==> src/rtl/fpsr_pkg.sv <==
package fpsr_pkg;

    typedef enum logic [2:0] {
        CLS_ZERO   = 3'd0,
        CLS_DENORM = 3'd1,
        CLS_NORMAL = 3'd2,
        CLS_INF    = 3'd3,
        CLS_QNAN   = 3'd4,
        CLS_SNAN   = 3'd5
    } fpsr_cls_e;

    typedef enum logic [1:0] {
        RM_NEAREST = 2'b00,
        RM_DOWN    = 2'b01,
        RM_UP      = 2'b10,
        RM_ZERO    = 2'b11
    } fpsr_rmode_e;

    function automatic logic cls_is_nan(input fpsr_cls_e c);
        return (c == CLS_QNAN) || (c == CLS_SNAN);
    endfunction

    function automatic logic cls_is_finite_nz(input fpsr_cls_e c);
        return (c == CLS_DENORM) || (c == CLS_NORMAL);
    endfunction

endpackage

==> src/rtl/fpsr_classify.sv <==
module fpsr_classify
    import fpsr_pkg::*;
#(
    parameter int EXP_W  = 8,
    parameter int FRAC_W = 23,
    localparam int W     = EXP_W + FRAC_W + 1
) (
    input  logic [W-1:0] op_i,
    input  logic         zero_pos_i,
    output fpsr_cls_e    cls_o,
    output logic         sign_o
);

    logic [EXP_W-1:0]  exp_w;
    logic [FRAC_W-1:0] frac_w;

    assign exp_w  = op_i[W-2:FRAC_W];
    assign frac_w = op_i[FRAC_W-1:0];

    always_comb begin
        if (exp_w == '0) begin
            cls_o = (frac_w == '0) ? CLS_ZERO : CLS_DENORM;
        end else if (exp_w == '1) begin
            if (frac_w == '0)
                cls_o = CLS_INF;
            else if (frac_w[FRAC_W-1])
                cls_o = CLS_QNAN;
            else
                cls_o = CLS_SNAN;
        end else begin
            cls_o = CLS_NORMAL;
        end
    end

    assign sign_o = (zero_pos_i && (cls_o == CLS_ZERO)) ? 1'b0 : op_i[W-1];

endmodule

==> src/rtl/fpsr_zero_sign.sv <==
module fpsr_zero_sign
    import fpsr_pkg::*;
(
    input  logic        src_sign_i,
    input  logic        dest_sign_i,
    input  logic [1:0]  rmode_i,
    output logic        sign_o
);

    always_comb begin
        if (src_sign_i != dest_sign_i)
            sign_o = src_sign_i;
        else
            sign_o = (rmode_i == RM_DOWN);
    end

endmodule

==> src/rtl/fpsr_resolve.sv <==
module fpsr_resolve
    import fpsr_pkg::*;
#(
    parameter int EXP_W  = 8,
    parameter int FRAC_W = 23,
    localparam int W     = EXP_W + FRAC_W + 1
) (
    input  logic [W-1:0] src_i,
    input  logic [W-1:0] dest_i,
    input  fpsr_cls_e    src_cls_i,
    input  fpsr_cls_e    dest_cls_i,
    input  logic         src_sign_i,
    input  logic         dest_sign_i,
    input  logic         zero_sign_i,
    output logic [W-1:0] result_o,
    output logic         pass_o,
    output logic         invalid_o
);

    localparam logic [W-1:0] QUIET_MASK =
        {{(EXP_W + 1){1'b0}}, 1'b1, {(FRAC_W - 1){1'b0}}};
    localparam logic [W-1:0] DEFAULT_QNAN =
        {1'b1, {EXP_W{1'b1}}, 1'b1, {(FRAC_W - 1){1'b0}}};

    logic [W-1:0] dest_neg;
    logic         any_snan;

    assign dest_neg = {~dest_i[W-1], dest_i[W-2:0]};
    assign any_snan = (src_cls_i == CLS_SNAN) || (dest_cls_i == CLS_SNAN);

    always_comb begin
        result_o  = '0;
        pass_o    = 1'b0;
        invalid_o = 1'b0;
        if (cls_is_nan(src_cls_i) || cls_is_nan(dest_cls_i)) begin
            result_o  = cls_is_nan(dest_cls_i) ? (dest_i | QUIET_MASK)
                                               : (src_i | QUIET_MASK);
            invalid_o = any_snan;
        end else if (src_cls_i == CLS_INF && dest_cls_i == CLS_INF) begin
            if (src_sign_i == dest_sign_i) begin
                result_o  = DEFAULT_QNAN;
                invalid_o = 1'b1;
            end else begin
                result_o  = src_i;
            end
        end else if (src_cls_i == CLS_INF) begin
            result_o = src_i;
        end else if (dest_cls_i == CLS_INF) begin
            result_o = dest_neg;
        end else if (src_cls_i == CLS_ZERO && dest_cls_i == CLS_ZERO) begin
            result_o = {zero_sign_i, {(W - 1){1'b0}}};
        end else if (src_cls_i == CLS_ZERO) begin
            result_o = dest_neg;
        end else if (dest_cls_i == CLS_ZERO) begin
            result_o = src_i;
        end else begin
            pass_o = 1'b1;
        end
    end

endmodule

==> src/rtl/fp_rsub_special.sv <==
module fp_rsub_special
    import fpsr_pkg::*;
#(
    parameter int EXP_W  = 8,
    parameter int FRAC_W = 23,
    localparam int W     = EXP_W + FRAC_W + 1
) (
    input  logic         clk,
    input  logic         rst_n,
    input  logic         in_valid_i,
    input  logic [W-1:0] src_i,
    input  logic [W-1:0] dest_i,
    input  logic         src_is_int_i,
    input  logic [1:0]   rmode_i,
    output logic         out_valid_o,
    output logic [W-1:0] result_o,
    output logic         pass_through_o,
    output logic         invalid_o,
    output logic         denormal_o
);

    localparam int NUM_OPS = 2;

    typedef struct packed {
        logic         valid;
        logic [W-1:0] result;
        logic         pass;
        logic         invalid;
        logic         denormal;
    } state_t;

    state_t state_d, state_q;

    logic [W-1:0] ops       [NUM_OPS];
    logic         zero_pos  [NUM_OPS];
    fpsr_cls_e    cls       [NUM_OPS];
    logic         sign_eff  [NUM_OPS];

    assign ops[0]      = src_i;
    assign ops[1]      = dest_i;
    assign zero_pos[0] = src_is_int_i;
    assign zero_pos[1] = 1'b0;

    for (genvar g = 0; g < NUM_OPS; g++) begin : g_cls
        fpsr_classify #(
            .EXP_W  (EXP_W),
            .FRAC_W (FRAC_W)
        ) i_classify (
            .op_i       (ops[g]),
            .zero_pos_i (zero_pos[g]),
            .cls_o      (cls[g]),
            .sign_o     (sign_eff[g])
        );
    end

    logic         zero_sign;
    logic [W-1:0] res_w;
    logic         pass_w;
    logic         inv_w;

    fpsr_zero_sign i_zero_sign (
        .src_sign_i  (sign_eff[0]),
        .dest_sign_i (sign_eff[1]),
        .rmode_i     (rmode_i),
        .sign_o      (zero_sign)
    );

    fpsr_resolve #(
        .EXP_W  (EXP_W),
        .FRAC_W (FRAC_W)
    ) i_resolve (
        .src_i       (src_i),
        .dest_i      (dest_i),
        .src_cls_i   (cls[0]),
        .dest_cls_i  (cls[1]),
        .src_sign_i  (sign_eff[0]),
        .dest_sign_i (sign_eff[1]),
        .zero_sign_i (zero_sign),
        .result_o    (res_w),
        .pass_o      (pass_w),
        .invalid_o   (inv_w)
    );

    always_comb begin
        state_d       = state_q;
        state_d.valid = in_valid_i;
        if (in_valid_i) begin
            state_d.result   = res_w;
            state_d.pass     = pass_w;
            state_d.invalid  = inv_w;
            state_d.denormal = (cls[0] == CLS_DENORM) && !src_is_int_i;
        end
    end

    always_ff @(posedge clk) begin
        if (!rst_n)
            state_q <= '0;
        else
            state_q <= state_d;
    end

    assign out_valid_o    = state_q.valid;
    assign result_o       = state_q.result;
    assign pass_through_o = state_q.pass;
    assign invalid_o      = state_q.invalid;
    assign denormal_o     = state_q.denormal;

endmodule

==> config.mk <==
export PLATFORM = sky130hd
export DESIGN_NAME = fp_rsub_special
export DESIGN_NICKNAME = d
export VERILOG_FILES = /design/src/rtl/fpsr_pkg.sv /design/src/rtl/fpsr_classify.sv /design/src/rtl/fpsr_zero_sign.sv /design/src/rtl/fpsr_resolve.sv /design/src/rtl/fp_rsub_special.sv
export SDC_FILE = /design/constraint.sdc
export NUM_CORES = 1
export LEC_CHECK = 0
export ABC_AREA = 1
export BUFFER_PORTS_ARGS = -buffer_cell sky130_fd_sc_hd__buf_2
export CAP_MARGIN = 20
export CORE_MARGIN = 2
export CORE_UTILIZATION = 51
export CTS_CLUSTER_SIZE = 10
export DETAILED_ROUTE_END_ITERATION = 10
export GPL_TIMING_DRIVEN = 0
export PLACE_DENSITY = 0.78
export SYNTH_ARGS = -nofsm -noshare
export SYNTH_HDL_FRONTEND = slang
export SYNTH_HIERARCHICAL = 1
export SYNTH_SLANG_ARGS = --single-unit
==> constraint.sdc <==
create_clock -name clk -period 2.1 [get_ports clk]
set_input_delay 0.21 -clock clk [delete_from_list [all_inputs] [get_ports clk]]
set_output_delay 0.21 -clock clk [all_outputs]
set_load 0.01 [all_outputs]
==> results.txt, run 1 <==
Status = complete, no violations
Cell taking the most area after synthesis = dfxtp_1
WL final = 9650 µm
Critical Path Sink Type = flop
Top-area cell type share of the netlist area = 23.9%
Tot Pwr = 1740 µW
Largest family of logic cells by synthesized area = simple AND/OR/NAND/NOR gates
Pin count of the biggest net entering global routing = 14
Register area share after synthesis = 23.9%
Vias in the first global route = 3,407
Worst-Margin Slew = 0.542 ns
WL per Instance = 13.5 µm
Die height = 80.9 µm
Synth unique cells = 30
Die area = 0.00654 mm²
Worst setup SP type = input pin
Fin nets = 714
Async SR Flop Fraction = 0%
Fin Clk Skew = 0 ns
Post-synthesis mux area share = 0%
Hold/Removal Path Class = in2reg
Arrival @ worst endpoint = 2.21 ns
Synthesized area per cell = 5.70 µm²
Hold-fix buffers, CTS = 0
Initial Utilization = 53.7%
Synth Area in Compound Gates = 17.2%
Via density = 5.52
Achievable frequency = 0.507 GHz
FF/Latch Area = 721 µm²
Final worst-path cycle share = 93.9%
YS warnings = 6
CTS HTree Levels = 2
Port buffer count = 104
Sink of the worst hold path = denormal_o$_SDFFE_PN0P_
Syn nets = 599
Die outline width = 80.9 µm
Residual DRC = 0
Sink Count = 36
CTS tree = done
Synth Cell Area = 0.00301 mm²
Post-synthesis cell count = 529
Boundary Pins = 106
Skew-Pair Late Insertion Delay = 0.29 ns
Peak supply drop = 423 µV
Worst Path Max Fanout = 10
Synth Area in XOR/XNOR = 0%
Drt initial violations = 281
Post-DP HPWL = 7240 µm
Yosys reg bits = 36
Pre-Repair DR Iteration Count = 5
Grt ovf = 0
Finished Layout Cells = 717
N_diodes = 0
Area share of fa/ha/maj cells after synthesis = 0%
Post-synth EDFFs = 0
First-pass GRT wire length = 15,100 µm
CTS Buffer Depth = 2
# fillers = 547
P per Cell Area = 450 mW/mm²
Hold path startpoint = rst_n
Final Hold Viols = 0
Vias = 3,957
RSZ-0062 raised after global routing = true
Initial antenna violation count = 0
WL met2 = 4500 µm
Slew headroom = 63.5%
Dpl ws = -0.282 ns
Core Area = 0.00561 mm²
Max-slew violations = 0
Top FF cell, synth = dfxtp_1
Highest Signal Layer = met4
RR Endpoint = result_o[31]$_SDFFE_PN0P_
Share of cells above drive strength 1 = 28.4%
Setup violations, final = 0
Number of routed nets with antenna violations = 0
WP data required = 2.34 ns
Simple-gate share of the synthesized area = 49.0%
Final Worst Setup Slack = 0.128 ns
Area of the multi-input gates = 0.00207 mm²
Hold path cells = 3
Global-route usage over all layers = 29.1%
Reg-to-Reg Start = result_o[31]$_SDFFE_PN0P_
Met1 wire length = 4060 µm
DR WL met3 = 908 µm
Cell Rows = 27
Number of buffers created by CTS = 5
Worst R2R Path Depth = 2
Root Buffer = clkbuf_8
Maximum capacitance violations = 0
Post-layout min period = 1.97 ns
Setup CP Type = in2reg
Flop2flop setup slack = 1.39 ns
Clk slew on worst S/H paths = 0.08 ns
Synth area leaders = dfxtp_1 24%, nand2_1 21%, nor2_1 13%
Dpl cells = 705
Area Overhead vs Synth = 28.5%
Pleak = 0.00199 µW
Placer Congestion = 0.914
## how the worst max path moves through the flow
stage | start | endpoint | slack (ns)
floorplan | src_i[7] | result_o[10]$_SDFFE_PN0P_ | 0.27
detailed placement | src_i[15] | result_o[21]$_SDFFE_PN0P_ | -0.28
finish | src_i[11] | result_o[21]$_SDFFE_PN0P_ | 0.13
global route | src_i[11] | result_o[17]$_SDFFE_PN0P_ | -0.02
global placement | src_i[17] | result_o[21]$_SDFFE_PN0P_ | -0.25
CTS | src_i[15] | result_o[21]$_SDFFE_PN0P_ | 0.03
## critical path, cell delays in order
cell and delay, ns:
buf_2 0.13, nor2_2 0.11, nand2_1 0.07, nor2_2 0.18, nand3_2 0.13, nand2_1 0.08
o31ai_1 0.13, nor2_1 0.21, nand2_4 0.12, nand2_4 0.10, nand2_2 0.10, inv_6 0.11
buf_6 0.15, nand2_1 0.06, nand2_1 0.05, nand2_1 0.04, nand2_1 0.08, nor2_1 0.05
nor2_1 0.10
## synth_stat cells (2+ instances only)
cell type,number
nor2_1,103
nand3b_1,4
nand2_2,3
nand4_1,6
o21ai_0,32
o21ai_1,6
buf_1,2
o31ai_1,2
nand3_1,44
a21oi_1,23
nand2_1,169
a22oi_1,25
nor2_4,2
nor2_2,17
clkbuf_1,3
buf_6,7
inv_1,20
inv_2,3
buf_4,3
dfxtp_1,36
buf_2,10
## metal layers
layer,GRT usage [%],up-vias
met1,37.2,1743
met3,4.89,22
li1,-,1956
met5,0,-
met2,49.9,236
met4,9.15,0
## cell type report
class                   count  area share (%)
clock buffers               5            1.78
clock inverters             3            1.20
multi-input cells         441            53.5
repair buffers            108            14.5
inverters                  25            2.75
flip-flops and latches     36            18.6
well taps                  72            2.33
plain buffers              27            5.30
## power by group
part | internal, µW | total, µW | switching, µW
Sequential | 718 | 733 | 15.6
Clock | 358 | 650 | 291
Combinational | 145 | 359 | 214
Total | 1220 | 1740 | 521
## layout by cell type (no fill, tap or decap), drive strengths merged
master / synthesis / layout
nor2: 122 / 122
o21ai: 38 / 38
clkinvlp: 0 / 1
o31ai: 2 / 2
clkbuf: 4 / 13
a22oi: 25 / 25
buf: 23 / 127
nand4: 6 / 6
o311ai: 1 / 1
nand2: 172 / 172
bufinv: 0 / 1
dfxtp: 36 / 36
or2: 1 / 1
nor3: 1 / 1
conb: 1 / 1
nand3: 45 / 45
inv: 25 / 26
nand3b: 4 / 4
a21oi: 23 / 23
## timing repair
| item | 4_1_cts | 5_1_grt |
|---|---|---|
| setup buffers | 0 | 4 |
| endpoints found under the setup margin | 0 | 34 |
| gates resized for setup | 0 | 33 |
## cell families (layout without fill, tap and decap cells)
| family | after synthesis | count (layout) |
|---|---|---|
| simple gates | 351 | 351 |
| compound gates | 89 | 89 |
| buf+inv | 52 | 168 |
| flops | 36 | 36 |
| other cells | 1 | 1 |
## through the flow
step           hold slack (ns)  TNS (ns)  cell area [µm²]  util (%)
2_1_floorplan            0.346         0             3010         -
3_3_place_gp             0.460     -6.58             3620      64.6
3_5_place_dp             0.470     -7.24             3620      64.6
4_1_cts                  0.214         0             3740      66.7
5_1_grt                  0.233   -0.0292             3870      69.1
6_report                 0.223         0             3870      69.1
## sequential cells by signal, summed over array words and instances, names as in the netlist
register,flops
denormal_o,1
pass_through_o,1
result_o,32
invalid_o,1
out_valid_o,1
Note: power is estimated with default switching activity, not from simulation.
==> run 2, diff against run 1 <==
CORE_UTILIZATION = 46   (was 51)
PLACE_DENSITY = 0.75   (was 0.78)
clock period = 1.72 ns   (was 2.1 ns; I/O delays follow)
==> run 2 against run 1 <==
The flow now finishes with violations (negative setup slack). Highest routed layer unchanged. Combinational power rose by 70%. Clock skew did not move. Clock power increased by 19%. Largest cell class unchanged. Global-route usage up 0.95 points. Worst setup slack worse by 0.22 ns. Critical path type unchanged. Final area rose by 27%.
==> results.txt, run 2 (synthesis results as in run 1) <==
Drt initial violations = 409 (+46%)
Cell Rows = 29 (+7.4%)
Sw frac = 30.4% (+0.46 points)
Net Sw Power = 692 µW (+33%)
Dpl cells = 710 (+0.71%)
Pin count of the biggest net entering global routing = 20 (+6)
Post-layout min period = 1.81 ns
Fin Clk Skew = 0 ns (unchanged)
Post-DP HPWL = 7250 µm (about the same)
Initial antenna violation count = 0 (unchanged)
P per Cell Area = 464 mW/mm² (+3.2%)
WP data required = 1.92 ns (-0.42 ns)
Worst Path Max Fanout = 10 (unchanged)
RSZ-0062 raised after global routing = true
Die area = 0.00721 mm² (+10%)
Final Hold Viols = 0 (unchanged)
Grt ovf = 0 (unchanged)
CTS tree = done
CTS Buffer Depth = 2 (unchanged)
Peak supply drop = 465 µV (+10%)
Vias in the first global route = 3,799 (+12%)
Status = finished, violations left
Vias = 4,296 (+8.6%)
Setup CP Type = in2reg
WL per Instance = 15.7 µm (+17%)
Achievable frequency = 0.552 GHz
Met3 Use GR = 6.03% (+1.1 points)
GR Util met2 = 50.6% (+0.69 points)
Critical Path Sink Type = flop
Gr busiest metal = met2
Finished Layout Cells = 750 (+4.6%)
Port buffer count = 104 (unchanged)
Share of cells above drive strength 1 = 44.4% (+16 points)
Seq pwr share = 39.4% (-2.7 points)
Pre-Repair DR Iteration Count = 7 (+2)
Pleak = 0.00232 µW (+17%)
Hold-fix buffers, CTS = 0 (unchanged)
Number of buffers created by CTS = 5 (unchanged)
Max-slew violations = 0 (unchanged)
P_int = 1590 µW (+30%)
Worst setup SP type = input pin
Placer Congestion = 0.899 (-1.6%)
Violated checks = negative setup slack
Max reg flops = 32 (unchanged)
Most common cell after layout, fill and taps aside = nand2_1
Clk pwr share = 33.9% (-3.4 points)
Clk slew on worst S/H paths = 0.09 ns (about the same)
Maximum capacitance violations = 0 (unchanged)
Global-route usage over all layers = 30.1% (+0.95 points)
Final hold slack = 0.192 ns (-0.0305 ns)
Boundary Pins = 106 (unchanged)
WL final = 11,800 µm (+22%)
Core Area = 0.00635 mm² (+13%)
Area Overhead vs Synth = 63.1%
Final worst-path cycle share = 105%
Commonest non-fill, non-tap cells in the layout = 122 x nand2_1, 74 x nor2_1, 62 x buf_2
Initial Utilization = 47.4% (-6.3 points)
CTS HTree Levels = 2 (unchanged)
DP Area = 0.00367 mm² (+1.2%)
Fin nets = 742 (+3.9%)
Arrival @ worst endpoint = 2.01 ns (-0.20 ns)
Number of routed nets with antenna violations = 0 (unchanged)
Root Buffer = clkbuf_8
First-pass GRT wire length = 17,700 µm (+17%)
# fillers = 454 (-17%)
Die outline width = 84.9 µm (+5.0%)
N_diodes = 0 (unchanged)
Skew-Pair Late Insertion Delay = 0.29 ns (about the same)
Design area = 0.00491 mm² (+27%)
Final Worst Setup Slack = -0.0929 ns (-0.221 ns)
Grt met1 use = 37.2% (-0.039 points)
Sink Count = 36 (unchanged)
Die height = 84.9 µm (+5.0%)
Combinational share of power = 26.7% (+6.1 points)
Residual DRC = 0 (unchanged)
Final core area utilization = 77.4% (+8.3 points)
Via density = 5.73 (+3.8%)
Hold/Removal Path Class = in2reg
Setup violations, final = 32 (+32)
run 2: cell count changes in the layout (fill, tap and decap cells not counted), sizes merged:
| cell | previous run | this run |
|---|---|---|
| buf | 127 | 158 |
| clkbuf | 13 | 10 |
| clkinv | 0 | 1 |
| clkinvlp | 1 | 2 |
| inv | 26 | 24 |
run 2: metrics by stage:
step | TNS (ns) | setup slack, ns | total power [µW]
floorplan | 0 | 0.00414 | 1130
global placement | -15.53 | -0.516 | 1340
detailed placement | -16.91 | -0.548 | 1340
CTS | -0.0454 | -0.00914 | 2210
global route | -5.83 | -0.247 | 2380
finish | -1.62 | -0.0929 | 2280
run 2: final cells by class:
class	count	area (µm²)	area share, %
Inverter	25	120	2.44
Multi-Input combinational cell	441	2520	51.4
Tap cell	77	96.3	1.96
Timing Repair Buffer	137	1100	22.4
Sequential cell	36	721	14.7
Clock inverter	3	42.5	0.866
Clock buffer	5	68.8	1.40
Buffer	26	241	4.91
run 2: power groups by stage:
stage               Combinational [µW]  Clock, µW  Sequential [µW]
floorplan                          192          0              935
global placement                   423          0              914
detailed placement                 429          0              915
CTS                                515        799              897
global route                       656        819              902
finish                             609        774              898
run 2: path summary, 6_finish.rpt:
| check | from | to | slack [ns] | depth (start not counted) |
|---|---|---|---|---|
| setup / recovery | dest_i[18] | result_o[21]$_SDFFE_PN0P_ | -0.09 | 16 |
| hold / removal | rst_n | result_o[28]$_SDFFE_PN0P_ | 0.19 | 3 |
| setup reg to reg | result_o[4]$_SDFFE_PN0P_ | result_o[4]$_SDFFE_PN0P_ | 1.03 | 2 |
| hold reg to reg | result_o[5]$_SDFFE_PN0P_ | result_o[5]$_SDFFE_PN0P_ | 0.50 | 2 |
run 2: repair_timing:
action | CTS | global route
pin swaps | 77 | 92
resized for setup | 125 | 124
endpoints found under the setup margin | 34 | 34
gates cloned | 3 | 1
setup buffers | 16 | 13
run 2: worst max-delay path: stages:
cell     delay, ns
buf_6         0.10
nor2_4        0.11
nand2_2       0.10
nor2_4        0.13
nand3_2       0.13
nand2_2       0.08
inv_2         0.05
nor2_4        0.18
nand3_4       0.13
nor2_4        0.24
buf_6         0.20
a21oi_1       0.08
nand2_1       0.09
nand2_2       0.06
nor2_2        0.11
nor2_1        0.04
run 2: layer usage:
layer  up-vias  routed length [µm]
met5         -                   0
met4         0                 450
met3        54                1030
met2       294                5850
met1      1934                4470
li1       2014                   -
==> run 3, diff against run 2 <==
BUFFER_PORTS_ARGS = -buffer_cell sky130_fd_sc_hd__clkbuf_2   (was -buffer_cell sky130_fd_sc_hd__buf_2)
==> run 3 against run 2 <==
Sequential cell count did not move. Utilization fell by 6.8 points. The run still ends with negative setup slack left. Critical path depth rose by 4. Combinational power fell by 11%. Sequential share of layout area rose by 1.4 points. Clock skew did not move. First-iteration DRC count fell by 22%. Largest cell class unchanged. Register-to-register slack improved by 0.03 ns. Global-route usage fell by 2.7 points. Routed wire length fell by 9.4%. Hold slack improved by 0.0010 ns. Critical path type unchanged. Sequential power barely moved.
==> results.txt, run 3 (synthesis results as in run 1) <==
Number of routed nets with antenna violations = 0 (unchanged)
Most common cell after layout, fill and taps aside = nand2_1
Drt initial violations = 320 (-22%)
N_diodes = 0 (unchanged)
Sw frac = 30.1% (-0.25 points)
CTS tree = done
Fin Clk Skew = 0 ns (unchanged)
Global-route usage over all layers = 27.3% (-2.7 points)
Pin count of the biggest net entering global routing = 13 (-35%)
Hold/Removal Path Class = in2reg
Initial Utilization = 47.4% (unchanged)
Die outline width = 84.9 µm (unchanged)
Setup violations, final = 25 (-22%)
Violated checks = negative setup slack
Hold-fix buffers, CTS = 0 (unchanged)
Initial antenna violation count = 0 (unchanged)
Residual DRC = 0 (unchanged)
Clk slew on worst S/H paths = 0.08 ns (about the same)
Combinational share of power = 24.5% (-2.2 points)
Sink Count = 36 (unchanged)
Grt ovf = 0 (unchanged)
Slew headroom = 66.1%
Clk pwr share = 34.9% (+1.0 points)
Cell Rows = 29 (unchanged)
Peak supply drop = 414 µV (-11%)
Setup TNS = -1.02 ns (+0.599 ns)
Final Hold Viols = 0 (unchanged)
Final Worst Setup Slack = -0.0921 ns (+0.000806 ns)
Arrival @ worst endpoint = 2.00 ns (about the same)
Pre-Repair DR Iteration Count = 5 (-2)
DP Area = 0.00367 mm² (unchanged)
Setup CP Type = in2reg
Achievable frequency = 0.552 GHz (about the same)
Critical Path Sink Type = flop
Port buffer count = 104 (unchanged)
Post-layout min period = 1.81 ns (-0.000806 ns)
Commonest non-fill, non-tap cells in the layout = 134 x nand2_1, 83 x nor2_1, 81 x clkbuf_2
Seq pwr share = 40.5% (+1.1 points)
WL final = 10,700 µm (-9.4%)
CTS HTree Levels = 2 (unchanged)
Net Sw Power = 667 µW (-3.7%)
Skew-Pair Late Insertion Delay = 0.29 ns (about the same)
WP data required = 1.91 ns (about the same)
Maximum capacitance violations = 0 (unchanged)
Post-DP HPWL = 7320 µm (+0.95%)
Max-slew violations = 0 (unchanged)
Worst-Margin Slew = 0.505 ns
Vias in the first global route = 3,541 (-6.8%)
WL per Instance = 14.5 µm (-8.1%)
Tot Pwr = 2210 µW (-2.9%)
Area Overhead vs Synth = 48.7%
Die height = 84.9 µm (unchanged)
CTS Buffer Depth = 2 (unchanged)
Pleak = 0.00216 µW (-6.8%)
Share of cells above drive strength 1 = 39.9% (-4.5 points)
Core Area = 0.00635 mm² (unchanged)
RSZ-0062 raised after global routing = true
Die area = 0.00721 mm² (unchanged)
Root Buffer = clkbuf_8
Fin nets = 731 (-1.5%)
Worst setup SP type = input pin
Number of buffers created by CTS = 5 (unchanged)
Max reg flops = 32 (unchanged)
Worst Path Max Fanout = 5 (-5)
Flop2flop setup slack = 1.06 ns (+0.03 ns)
First-pass GRT wire length = 16,200 µm (-8.6%)
Status = finished, violations left
Vias = 4,102 (-4.5%)
P_int = 1550 µW (-2.5%)
Final worst-path cycle share = 105% (about the same)
Design area = 0.00448 mm² (-8.8%)
Placer Congestion = 0.880 (-2.1%)
Boundary Pins = 106 (unchanged)
P per Cell Area = 494 mW/mm² (+6.5%)
Via density = 5.55 (-3.1%)
## run 3: cell types whose count changed in the layout (fill, tap and decap cells not counted), moves of 4 or more
cell,previous run,this run
buf_6,49,26
nand3_1,29,36
nor2_1,74,83
nand3_2,14,8
clkbuf_2,2,81
nand2_4,11,7
nor2_4,31,19
nand2_1,122,134
buf_4,37,25
buf_2,62,8
nand2_2,39,31
## run 3: metal layers
layer / part of all wire (%) / global-route usage [%]
met4: 2.8 / 11.1
met1: 41 / 35.4
met2: 48 / 45.6
met5: 0 / 0
met3: 7.9 / 4.18
## run 3: cell type report
class	count	area, µm²
Multi-Input combinational cell	441	2340
Inverter	25	119
Clock inverter	3	42.5
Timing Repair Buffer	125	860
Sequential cell	36	721
Clock buffer	5	68.8
Fill cell	545	1870
Tap cell	77	96.3
Buffer	27	234
## run 3: worst max-delay path, cell delays in order
cell and delay (ns):
buf_2 0.13, nor2_4 0.09, nand2_2 0.07, nor2_4 0.13, buf_6 0.11, nand2_1 0.04, nor2_1 0.11, nand3_1 0.08
nand2_1 0.07, inv_2 0.05, or2_4 0.25, nand2_4 0.08, inv_6 0.05, buf_6 0.12, nand2_1 0.08, a21oi_1 0.08
nand2_1 0.07, nand2_1 0.05, nor2_1 0.10, nor2_1 0.05
## run 3: what timing repair did
item | 4_1_cts | 5_1_grt
gates cloned | 2 | 1
pin swaps | 54 | 72
endpoints found under the setup margin | 33 | 34
gates resized for setup | 50 | 129
buffers inserted | 9 | 10
## run 3: worst paths after layout
check,startpoint,endpoint,depth (start not counted)
hold / removal,in_valid_i,result_o[30]$_SDFFE_PN0P_,3
setup / recovery,src_i[11],result_o[16]$_SDFFE_PN0P_,20
hold reg to reg,result_o[5]$_SDFFE_PN0P_,result_o[5]$_SDFFE_PN0P_,2
setup reg to reg,result_o[4]$_SDFFE_PN0P_,result_o[4]$_SDFFE_PN0P_,2
## run 3: power groups by stage
stage / clock network [µW] / logic, µW / registers, µW
global placement: 0 / 421 / 916
floorplan: 0 / 192 / 935
global route: 806 / 592 / 902
CTS: 784 / 469 / 897
detailed placement: 0 / 428 / 916
finish: 774 / 544 / 897
## run 3: stage by stage
stage,hold WS [ns],utilization [%],setup WS (ns),std cells
finish,0.193,70.6,-0.0921,739
detailed placement,0.475,57.8,-0.556,710
global route,0.212,70.6,-0.216,739
floorplan,0.308,-,0.00414,529
CTS,0.188,63.7,-0.0421,729
global placement,0.462,57.8,-0.512,710
